### src/rtl/wag_pkg.sv
package wag_pkg;
  typedef struct packed {
    logic loadStart;
    logic stepWord;
    logic stepXfer;
    logic doWrap;
  } wagStrobeT;
endpackage

### src/rtl/wagSext.sv
module wagSext #(
  parameter int IN_W  = 16,
  parameter int OUT_W = 32
) (
  input  logic [IN_W-1:0]  inVal,
  output logic [OUT_W-1:0] outVal
);
  localparam int PAD = OUT_W - IN_W;
  generate
    if (PAD > 0) begin : gWiden
      assign outVal = {{PAD{inVal[IN_W-1]}}, inVal};
    end else begin : gTrim
      assign outVal = inVal[OUT_W-1:0];
    end
  endgenerate
endmodule

### src/rtl/wagCtrl.sv
module wagCtrl
  import wag_pkg::*;
#(
  parameter int CNT_W = 16
) (
  input  logic             clk,
  input  logic             rstN,
  input  logic             start,
  input  logic             wordAdv,
  input  logic             burstEnd,
  input  logic             regWrEn,
  input  logic             regProtEn,
  input  logic [CNT_W-1:0] regWrData,
  input  logic [CNT_W-1:0] xferSize,
  output wagStrobeT        strb,
  output logic [CNT_W-1:0] wrapSizeQ,
  output logic [CNT_W-1:0] wrapCountQ
);
  localparam logic [CNT_W-1:0] CNT_ZERO = '0;
  localparam logic [CNT_W-1:0] CNT_ONE  = CNT_W'(1);

  logic [CNT_W-1:0] sizeReg;
  logic [CNT_W-1:0] cntReg;
  logic             wrapOn;
  logic             sizeWrOk;
  logic             cntAtZero;
  logic             wrapDue;

  assign sizeWrOk  = regWrEn & regProtEn;
  assign cntAtZero = (cntReg == CNT_ZERO);
  assign wrapDue   = wrapOn & cntAtZero;

  always_ff @(posedge clk) begin
    if (!rstN) begin
      sizeReg <= '0;
    end else if (sizeWrOk) begin
      sizeReg <= regWrData;
    end
  end

  always_comb begin
    strb           = '0;
    strb.loadStart = start;
    strb.doWrap    = !start && burstEnd && wrapDue;
    strb.stepXfer  = !start && burstEnd && !wrapDue;
    strb.stepWord  = !start && !burstEnd && wordAdv;
  end

  always_ff @(posedge clk) begin
    if (!rstN) begin
      cntReg <= '0;
      wrapOn <= 1'b0;
    end else if (start) begin
      cntReg <= sizeReg;
      wrapOn <= !(sizeReg > xferSize);
    end else if (burstEnd && wrapOn) begin
      cntReg <= cntAtZero ? sizeReg : (cntReg - CNT_ONE);
    end
  end

  assign wrapSizeQ  = sizeReg;
  assign wrapCountQ = cntReg;
endmodule

### src/rtl/wagDatapath.sv
module wagDatapath
  import wag_pkg::*;
#(
  parameter int ADDR_W = 32,
  parameter int STEP_W = 16
) (
  input  logic              clk,
  input  logic              rstN,
  input  wagStrobeT         strb,
  input  logic [ADDR_W-1:0] beginAddr,
  input  logic [STEP_W-1:0] burstStep,
  input  logic [STEP_W-1:0] xferStep,
  input  logic [STEP_W-1:0] wrapStep,
  output logic [ADDR_W-1:0] addrOut
);
  logic [ADDR_W-1:0] basePtr;
  logic [ADDR_W-1:0] curAddr;
  logic [ADDR_W-1:0] burstExt;
  logic [ADDR_W-1:0] xferExt;
  logic [ADDR_W-1:0] wrapExt;
  logic [ADDR_W-1:0] nextBase;

  wagSext #(.IN_W(STEP_W), .OUT_W(ADDR_W)) uExtBurst (.inVal(burstStep), .outVal(burstExt));
  wagSext #(.IN_W(STEP_W), .OUT_W(ADDR_W)) uExtXfer  (.inVal(xferStep),  .outVal(xferExt));
  wagSext #(.IN_W(STEP_W), .OUT_W(ADDR_W)) uExtWrap  (.inVal(wrapStep),  .outVal(wrapExt));

  assign nextBase = basePtr + wrapExt;

  always_ff @(posedge clk) begin
    if (!rstN) begin
      basePtr <= '0;
      curAddr <= '0;
    end else if (strb.loadStart) begin
      basePtr <= beginAddr;
      curAddr <= beginAddr;
    end else if (strb.doWrap) begin
      basePtr <= nextBase;
      curAddr <= nextBase;
    end else if (strb.stepXfer) begin
      curAddr <= curAddr + xferExt;
    end else if (strb.stepWord) begin
      curAddr <= curAddr + burstExt;
    end
  end

  assign addrOut = curAddr;
endmodule

### src/rtl/wrapAddrGen.sv
module wrapAddrGen
  import wag_pkg::*;
#(
  parameter int ADDR_W = 32,
  parameter int STEP_W = 16,
  parameter int CNT_W  = 16
) (
  input  logic              clk,
  input  logic              rstN,
  input  logic              start,
  input  logic              wordAdv,
  input  logic              burstEnd,
  input  logic              regWrEn,
  input  logic              regProtEn,
  input  logic [CNT_W-1:0]  regWrData,
  input  logic [ADDR_W-1:0] beginAddr,
  input  logic [STEP_W-1:0] burstStep,
  input  logic [STEP_W-1:0] xferStep,
  input  logic [STEP_W-1:0] wrapStep,
  input  logic [CNT_W-1:0]  xferSize,
  output logic [ADDR_W-1:0] addrOut,
  output logic [CNT_W-1:0]  wrapSizeQ,
  output logic [CNT_W-1:0]  wrapCountQ
);
  wagStrobeT strb;

  wagCtrl #(.CNT_W(CNT_W)) uCtrl (
    .clk(clk), .rstN(rstN), .start(start), .wordAdv(wordAdv),
    .burstEnd(burstEnd), .regWrEn(regWrEn), .regProtEn(regProtEn),
    .regWrData(regWrData), .xferSize(xferSize), .strb(strb),
    .wrapSizeQ(wrapSizeQ), .wrapCountQ(wrapCountQ)
  );

  wagDatapath #(.ADDR_W(ADDR_W), .STEP_W(STEP_W)) uDp (
    .clk(clk), .rstN(rstN), .strb(strb), .beginAddr(beginAddr),
    .burstStep(burstStep), .xferStep(xferStep), .wrapStep(wrapStep),
    .addrOut(addrOut)
  );
endmodule

### config.mk
export PLATFORM = sky130hd
export DESIGN_NAME = wrapAddrGen
export DESIGN_NICKNAME = d
export VERILOG_FILES = /design/src/rtl/wag_pkg.sv /design/src/rtl/wagSext.sv /design/src/rtl/wagCtrl.sv /design/src/rtl/wagDatapath.sv /design/src/rtl/wrapAddrGen.sv
export SDC_FILE = /design/constraint.sdc
export NUM_CORES = 1
export LEC_CHECK = 0
export BUFFER_PORTS_ARGS = -buffer_cell sky130_fd_sc_hd__buf_4
export CAP_MARGIN = 10
export CORE_UTILIZATION = 32
export CTS_BUF_LIST = sky130_fd_sc_hd__clkbuf_8 sky130_fd_sc_hd__clkbuf_16
export DETAILED_ROUTE_END_ITERATION = 8
export SLEW_MARGIN = 20
export SYNTH_ARGS = -nofsm -noshare
export SYNTH_HDL_FRONTEND = slang
export SYNTH_SLANG_ARGS = --single-unit
### constraint.sdc
create_clock -name clk -period 7.05 [get_ports clk]
set_clock_uncertainty 0.1 [all_clocks]
set_input_delay 0.3525 -clock clk [delete_from_list [all_inputs] [get_ports clk]]
set_output_delay 0.3525 -clock clk [all_outputs]
set_load 0.1 [all_outputs]
Word-level counts from Yosys, hierarchy flattened
Index checks and enable logic that the tools add are counted.
Operators by class
  reduce and logical (&&, ||, !) cells: 14
  order comparisons: 1
  muxes and demuxes: 9
  $add $sub $neg: 4
  bitwise operators: 2
Operators with widths (count)
  2-to-1 mux 32 bit: 6
  adder 32 bit: 3
  2-to-1 mux 16 bit: 3
  greater-than comparator 16 bit: 1
  logical NOT 16 bit: 1
  subtractor 16 x 1 -> 16 bit (second input constant): 1
  logical AND 1 bit: 6
  logical NOT 1 bit: 4
  nonzero test 2 bit: 2
  nonzero test 4 bit: 1
  AND 1 bit: 2
Word-level totals
  flip-flop bits (word level): 97
  input bits: 119
  logic and storage cells: 35
  output and inout port bits: 64

Longest topological paths before layout
  word-level depth: 7
  gate-level depth with buffers: 19
  mapped depth without buffers: 18

By module
A second synthesis with hierarchy kept.
Unflattened totals
  cells, all modules: 1239
  area, all modules: 9366.5 um2
By module, submodules not included
  wagDatapath: area an instance 6536.3 um2, instances 1, cells each 864, sequential area each 1281.2 um2
  wagCtrl: area an instance 2109.5 um2, instances 1, cells each 279, sequential area each 660.6 um2
  wagSext: area an instance 240.2 um2, instances 3, cells each 32, sequential area each 0.0 um2

Worst setup path before layout
Ideal clock, no wire load.
  path kind: reg2reg
  from: reg uCtrl.cntReg[0] (netlist: uCtrl.wrapCountQ[0])
  to: reg uDp.curAddr[30] (netlist: uDp.addrOut[30])
  arrival: 4.890 ns
  setup time: 0.075 ns
  path slack: 1.985 ns
  period minus slack after synthesis: 5.065 ns
  buffers on the path: 1
  data required time: 6.875 ns
  stages on the path, launching flop included: 20
  path through: dfxtp_1 > inv_1 > ha_1 > nand4_1 > nor3b_4 > a21oi_2 > clkbuf_1 > mux2_2 > ha_1 > inv_1 > fa_1 > and2b_1 > o2111ai_1 > and3_1 > o31a_1 > o311ai_4 > a31o_2 > mux2i_1 > o21ai_1 > a31oi_1
Between the ends
  longest elaborated chain between the ends: 7
  elaborated cells on any way between the ends: 9
  classes of those cells: 3 x mux; 1 x bitwise; 5 x reduce/logical
Ends and longest elaborated chain
  from (decl): RTL line wagCtrl.sv:23  | logic [CNT_W-1:0] cntReg;
  from (signal assigned): RTL line wagCtrl.sv:54  | cntReg <= sizeReg;
  from (signal assigned): RTL line wagCtrl.sv:57  | cntReg <= cntAtZero ? sizeReg : (cntReg - CNT_ONE);
  logical NOT 16 bit (*): RTL line wagCtrl.sv:30  | assign cntAtZero = (cntReg == CNT_ZERO);
  AND 1 bit (*): RTL line wagCtrl.sv:31  | assign wrapDue = wrapOn & cntAtZero;
  logical NOT 1 bit: RTL line wagCtrl.sv:45  | strb.stepXfer = !start && burstEnd && !wrapDue;
  logical AND 1 bit: RTL line wagCtrl.sv:45
  2-to-1 mux 32 bit: RTL line wagDatapath.sv:39  | end else if (strb.stepXfer) begin
  2-to-1 mux 32 bit: RTL line wagDatapath.sv:36  | end else if (strb.doWrap) begin
  2-to-1 mux 32 bit: RTL line wagDatapath.sv:33  | end else if (strb.loadStart) begin
  to (signal assigned): RTL line wagDatapath.sv:35  | curAddr <= beginAddr;
  to (signal assigned): RTL line wagDatapath.sv:38  | curAddr <= nextBase;
  to (signal assigned): RTL line wagDatapath.sv:40  | curAddr <= curAddr + xferExt;
  to (decl): RTL line wagDatapath.sv:17  | logic [ADDR_W-1:0] curAddr;
Every way passes the cells marked *; elsewhere a longest branch is shown, timed or not.
A chain may end at the register's enable or synchronous reset.

Final worst setup path
Same ends and word-level chain as after synthesis.

==> flow_metrics.tcl <==
set metrics [dict create \
    power.leakage_nw 4.23 \
    hold_class "in -> reg" \
    critical_path.slowest_cell "a21oi_2" \
    clock-root-buffer "clkbuf_16" \
    critPathBufInv 2 \
    global_route.overflow_total 0 \
    grt_max_degree 68 \
    cts_made_buffers 9 \
    final-max-slew-violation-count 0 \
    final.setup.worst_slack_ns 2.18 \
    dpl_worst_slack_ns 2.24 \
    drt_iter0_drc 714 \
    synthesis.instances 1045 \
    cts.path.max_buffers 2 \
    grt_antenna_before_repair 1 \
    drt_drc_violations_left 0 \
    cpPeakStageDelay_ns 0.72 \
    post_synth_instance_area_mm2 0.00785 \
    total_number_of_vias 8217 \
    final-setup-viol-count 0 \
    worst-endpoint-required_ns 7.25 \
    cell_by_cell_trace_of_the_critical_path "inv_1 > ha_1 > nand4_1 > nor3b_4 > a21oi_2 > mux2_2 > ha_1 > inv_1 > fa_1 > and2b_1 > o2111ai_1 > and3_1 > o31a_1 > o311ai_4 > a31o_2 > mux2i_1 > o21ai_1 > a31oi_1" \
    slew_headroom_pct 33.5 \
    regToRegStartpoint "uCtrl.wrapCountQ[0]$_SDFFE_PN0P_" \
    hold-path-endpoint "uCtrl.wrapSizeQ[5]$_SDFFE_PN0P_" \
    fin_nets 1398 \
    cts.sinks 97 \
    fin_setup_tns_ns 0 \
    layout.filler_cells 2463 \
    post_drt_wl_per_cell_um 17.1 \
    worstSetupEndpointType "flop" \
    sequential_share_of_power_pct 28.4 \
    placeable_core_area_mm2 0.0238 \
    layout-area-overhead-vs-synth_pct 24.3 \
    ys_seq_elements 97 \
    power.switching_mw 1.11 \
    post_synth_num_cell_types 65 \
    mostFrequentLayoutCell "buf_4" \
    final_min_period_over_clock_period_pct 69.0 \
    postCtsSetupBuffers 0 \
    timing_worst_setup_path_type "reg -> reg" \
    grt_pass1_wl_mm 40.2 \
    place_hpwl_mm 20.1 \
    drt_pre_antenna_iters 5 \
    hp-start "regWrData[5]" \
    area_taken_by_multi_input_logic_gates_mm2 0.00557 \
    drive_gt1_share_pct 19.7 \
    non_filler_instance_count_after_layout 1519 \
    cts-resized-gates 0 \
    gpl.final_weighted_congestion 0.927 \
    tritoncts "built" \
    arrival_ns 5.06 \
    boundaryPins 183 \
    r2r_slack_ns 2.18 \
    utilization_pct 41.1 \
    postRouteWirelength_mm 26.0 \
    rsz_0062_raised_after_global_routing "false" \
    asyncSetResetFlopFracSynth_pct 0 \
    hold_critical_path_depth 3 \
    critical_path.max_fanout 16 \
    cells_after_dpl 1502 \
    clock_latency_late_sink_ns 0.37 \
    worst_path_dominant_cell_family "compound AO/OA/AOI/OAI gates" \
    grt_usage_pct 20.8 \
    mapped_nets 1249 \
    fmax_mhz 206 \
    die-width_um 159 \
    status "completed" \
    die_boundary_height_um 159 \
    synth.avg_cell_area_um2 7.51 \
    capture_point_of_the_worst_reg_to_reg_path "uDp.addrOut[30]$_SDFFE_PN0P_" \
    final_hold_violations 0 \
    grt_pass1_vias 7447 \
    clkSlewWorstSetupHoldPaths_ns 0.08 \
    seqCellArea_mm2 0.00194 \
    via_per_inst 5.41 \
    fin_hold_ws_ns 0.123 \
    power.share.combinational_pct 50.1 \
    vdd_ir_drop_max_mv 0.112 \
    leading_cell_types_in_the_layout_fill_and_taps_excluded "buf_4 (187), a21oi_1 (149), nand2_1 (136)" \
    buffer_ports.inserted 182 \
    yosys_most_used_dff "dfxtp_1" \
    cp-start-kind "flop" \
    number_of_flops_mapped_to_enable_cells_by_yosys 0 \
    final_antenna_net_count 0 \
    die_area_mm2 0.0251 \
    power_density_mw_per_mm2 241 \
    share_clk_of_total_power_pct 21.5 \
    sw_frac_of_total_pct 47.1 \
    row_count 56 \
    ys_seq_area_share_pct 24.8 \
    start_util_pct 33.0 \
    period_minus_slack_ns 4.87 \
    postCtsHoldBufs 0 \
    worst-r2r-cell-count 18 \
    cellInternalPower_mw 1.24 \
    tightest_slew_ns 0.998 \
    drv.max_cap_violation_count 0 \
    htreeDepth 3 \
    yosysWarningCount 0 \
]
-- layout make-up --
type / instances / area share (%)
inverter: 41 / 1.58
sequential: 97 / 19.9
clock buffer: 9 / 2.31
tap: 319 / 4.09
clock inverter: 7 / 0.616
timing repair buffer: 187 / 14.4
antenna: 1 / 0.0257
multi-input combinational: 858 / 57.1
-- metal layers --
layer / vias up / part of all wire, % / GRT usage [%]
met5: - / 0 / 0
met4: 0 / 2.4 / 7.42
met3: 37 / 5.9 / 2.99
met2: 253 / 41 / 30.2
met1: 3801 / 50 / 30.8
li1: 4126 / - / -
-- synthesized netlist by cell type, types with 2 or more instances --
cell       instances  share of area, %
nor2b_1            7              0.56
mux2_2            15               2.2
nand3_1           21               1.3
a221oi_1           8              0.89
a22oi_1           29               2.8
fa_1               2              0.51
clkbuf_1          40               1.9
nand2_1          136               6.5
o21a_1            12               1.1
xnor2_1           31               3.5
a211oi_1          17               1.6
a211o_1            3              0.33
and2_1             5              0.40
inv_1             40               1.9
o2111ai_1          2              0.22
o21ai_1            3              0.19
o211ai_1          10              0.96
or2_2              4              0.32
a21oi_1          149               9.5
xor2_1            25               2.8
nand2b_1           5              0.40
a31oi_1           27               2.2
o31ai_1            2              0.19
o41ai_1            2              0.22
nor4_1             5              0.40
buf_2              6              0.38
or3_1              3              0.24
dfxtp_1           97                25
ha_1              83                13
o31a_1             2              0.22
nand4_1           12              0.96
o221ai_1           5              0.56
and3_1             6              0.48
nor2_1            67               3.2
nor3_1            21               1.3
o22ai_1            3              0.24
o21ai_0           87               5.6
a21o_1            15               1.4
buf_1              3              0.14
o21bai_1           9              0.86
a311oi_1           2              0.22
-- registers in the layout, summed over array words and instances, names as in the netlist --
signal and flops:
uDp.addrOut 32, uDp.basePtr 32, uCtrl.wrapCountQ 16, uCtrl.wrapSizeQ 16
uCtrl.wrapOn 1
-- power by group through the flow --
stage | Sequential (mW) | Clock, mW | Combinational (mW)
3_3_place_gp | 0.678 | 0 | 1.17
6_report | 0.668 | 0.504 | 1.18
3_5_place_dp | 0.679 | 0 | 1.17
2_1_floorplan | 0.972 | 0 | 0.594
4_1_cts | 0.667 | 0.517 | 1.17
5_1_grt | 0.676 | 0.539 | 1.28
-- metrics by stage --
| stage | total power [mW] | area [um2] |
|---|---|---|
| 6_report | 2.35 | 9750 |
| 5_1_grt | 2.49 | 9750 |
| 2_1_floorplan | 1.57 | 7850 |
| 3_5_place_dp | 1.84 | 9460 |
| 4_1_cts | 2.35 | 9750 |
| 3_3_place_gp | 1.84 | 9460 |
-- worst register-to-register path: stages (launching register included) --
cell,delay [ns]
dfxtp_1,0.42
inv_1,0.09
ha_1,0.21
nand4_1,0.14
nor3b_4,0.08
a21oi_2,0.72
mux2_2,0.32
ha_1,0.18
inv_1,0.07
fa_1,0.39
and2b_1,0.23
o2111ai_1,0.10
and3_1,0.25
o31a_1,0.40
o311ai_4,0.41
a31o_2,0.26
mux2i_1,0.20
o21ai_1,0.09
a31oi_1,0.14
-- worst max path at each step --
stage	from	endpoint	slack, ns	cells after the start
after floorplan	uCtrl.wrapCountQ[0]$_SDFFE_PN0P_	uDp.addrOut[30]$_SDFFE_PN0P_	1.98	19
after global placement	start	uDp.addrOut[30]$_SDFFE_PN0P_	2.30	17
after detailed placement	start	uDp.addrOut[30]$_SDFFE_PN0P_	2.24	17
after CTS	uCtrl.wrapCountQ[0]$_SDFFE_PN0P_	uDp.addrOut[30]$_SDFFE_PN0P_	2.22	18
after global routing	uCtrl.wrapCountQ[0]$_SDFFE_PN0P_	uDp.addrOut[30]$_SDFFE_PN0P_	1.87	18
final	uCtrl.wrapCountQ[0]$_SDFFE_PN0P_	uDp.addrOut[30]$_SDFFE_PN0P_	2.18	18
-- logic make-up after synthesis --
group           count (synthesis)  share of synthesized area [%]
simple gates                  300                           17.2
xor+xnor                       57                           6.46
compound gates                399                           31.0
flops                          97                           24.8
buf+inv                        90                           4.40
fa+ha+maj                      85                           13.7
mux                            17                           2.47
(Power assumes the default switching activity.)
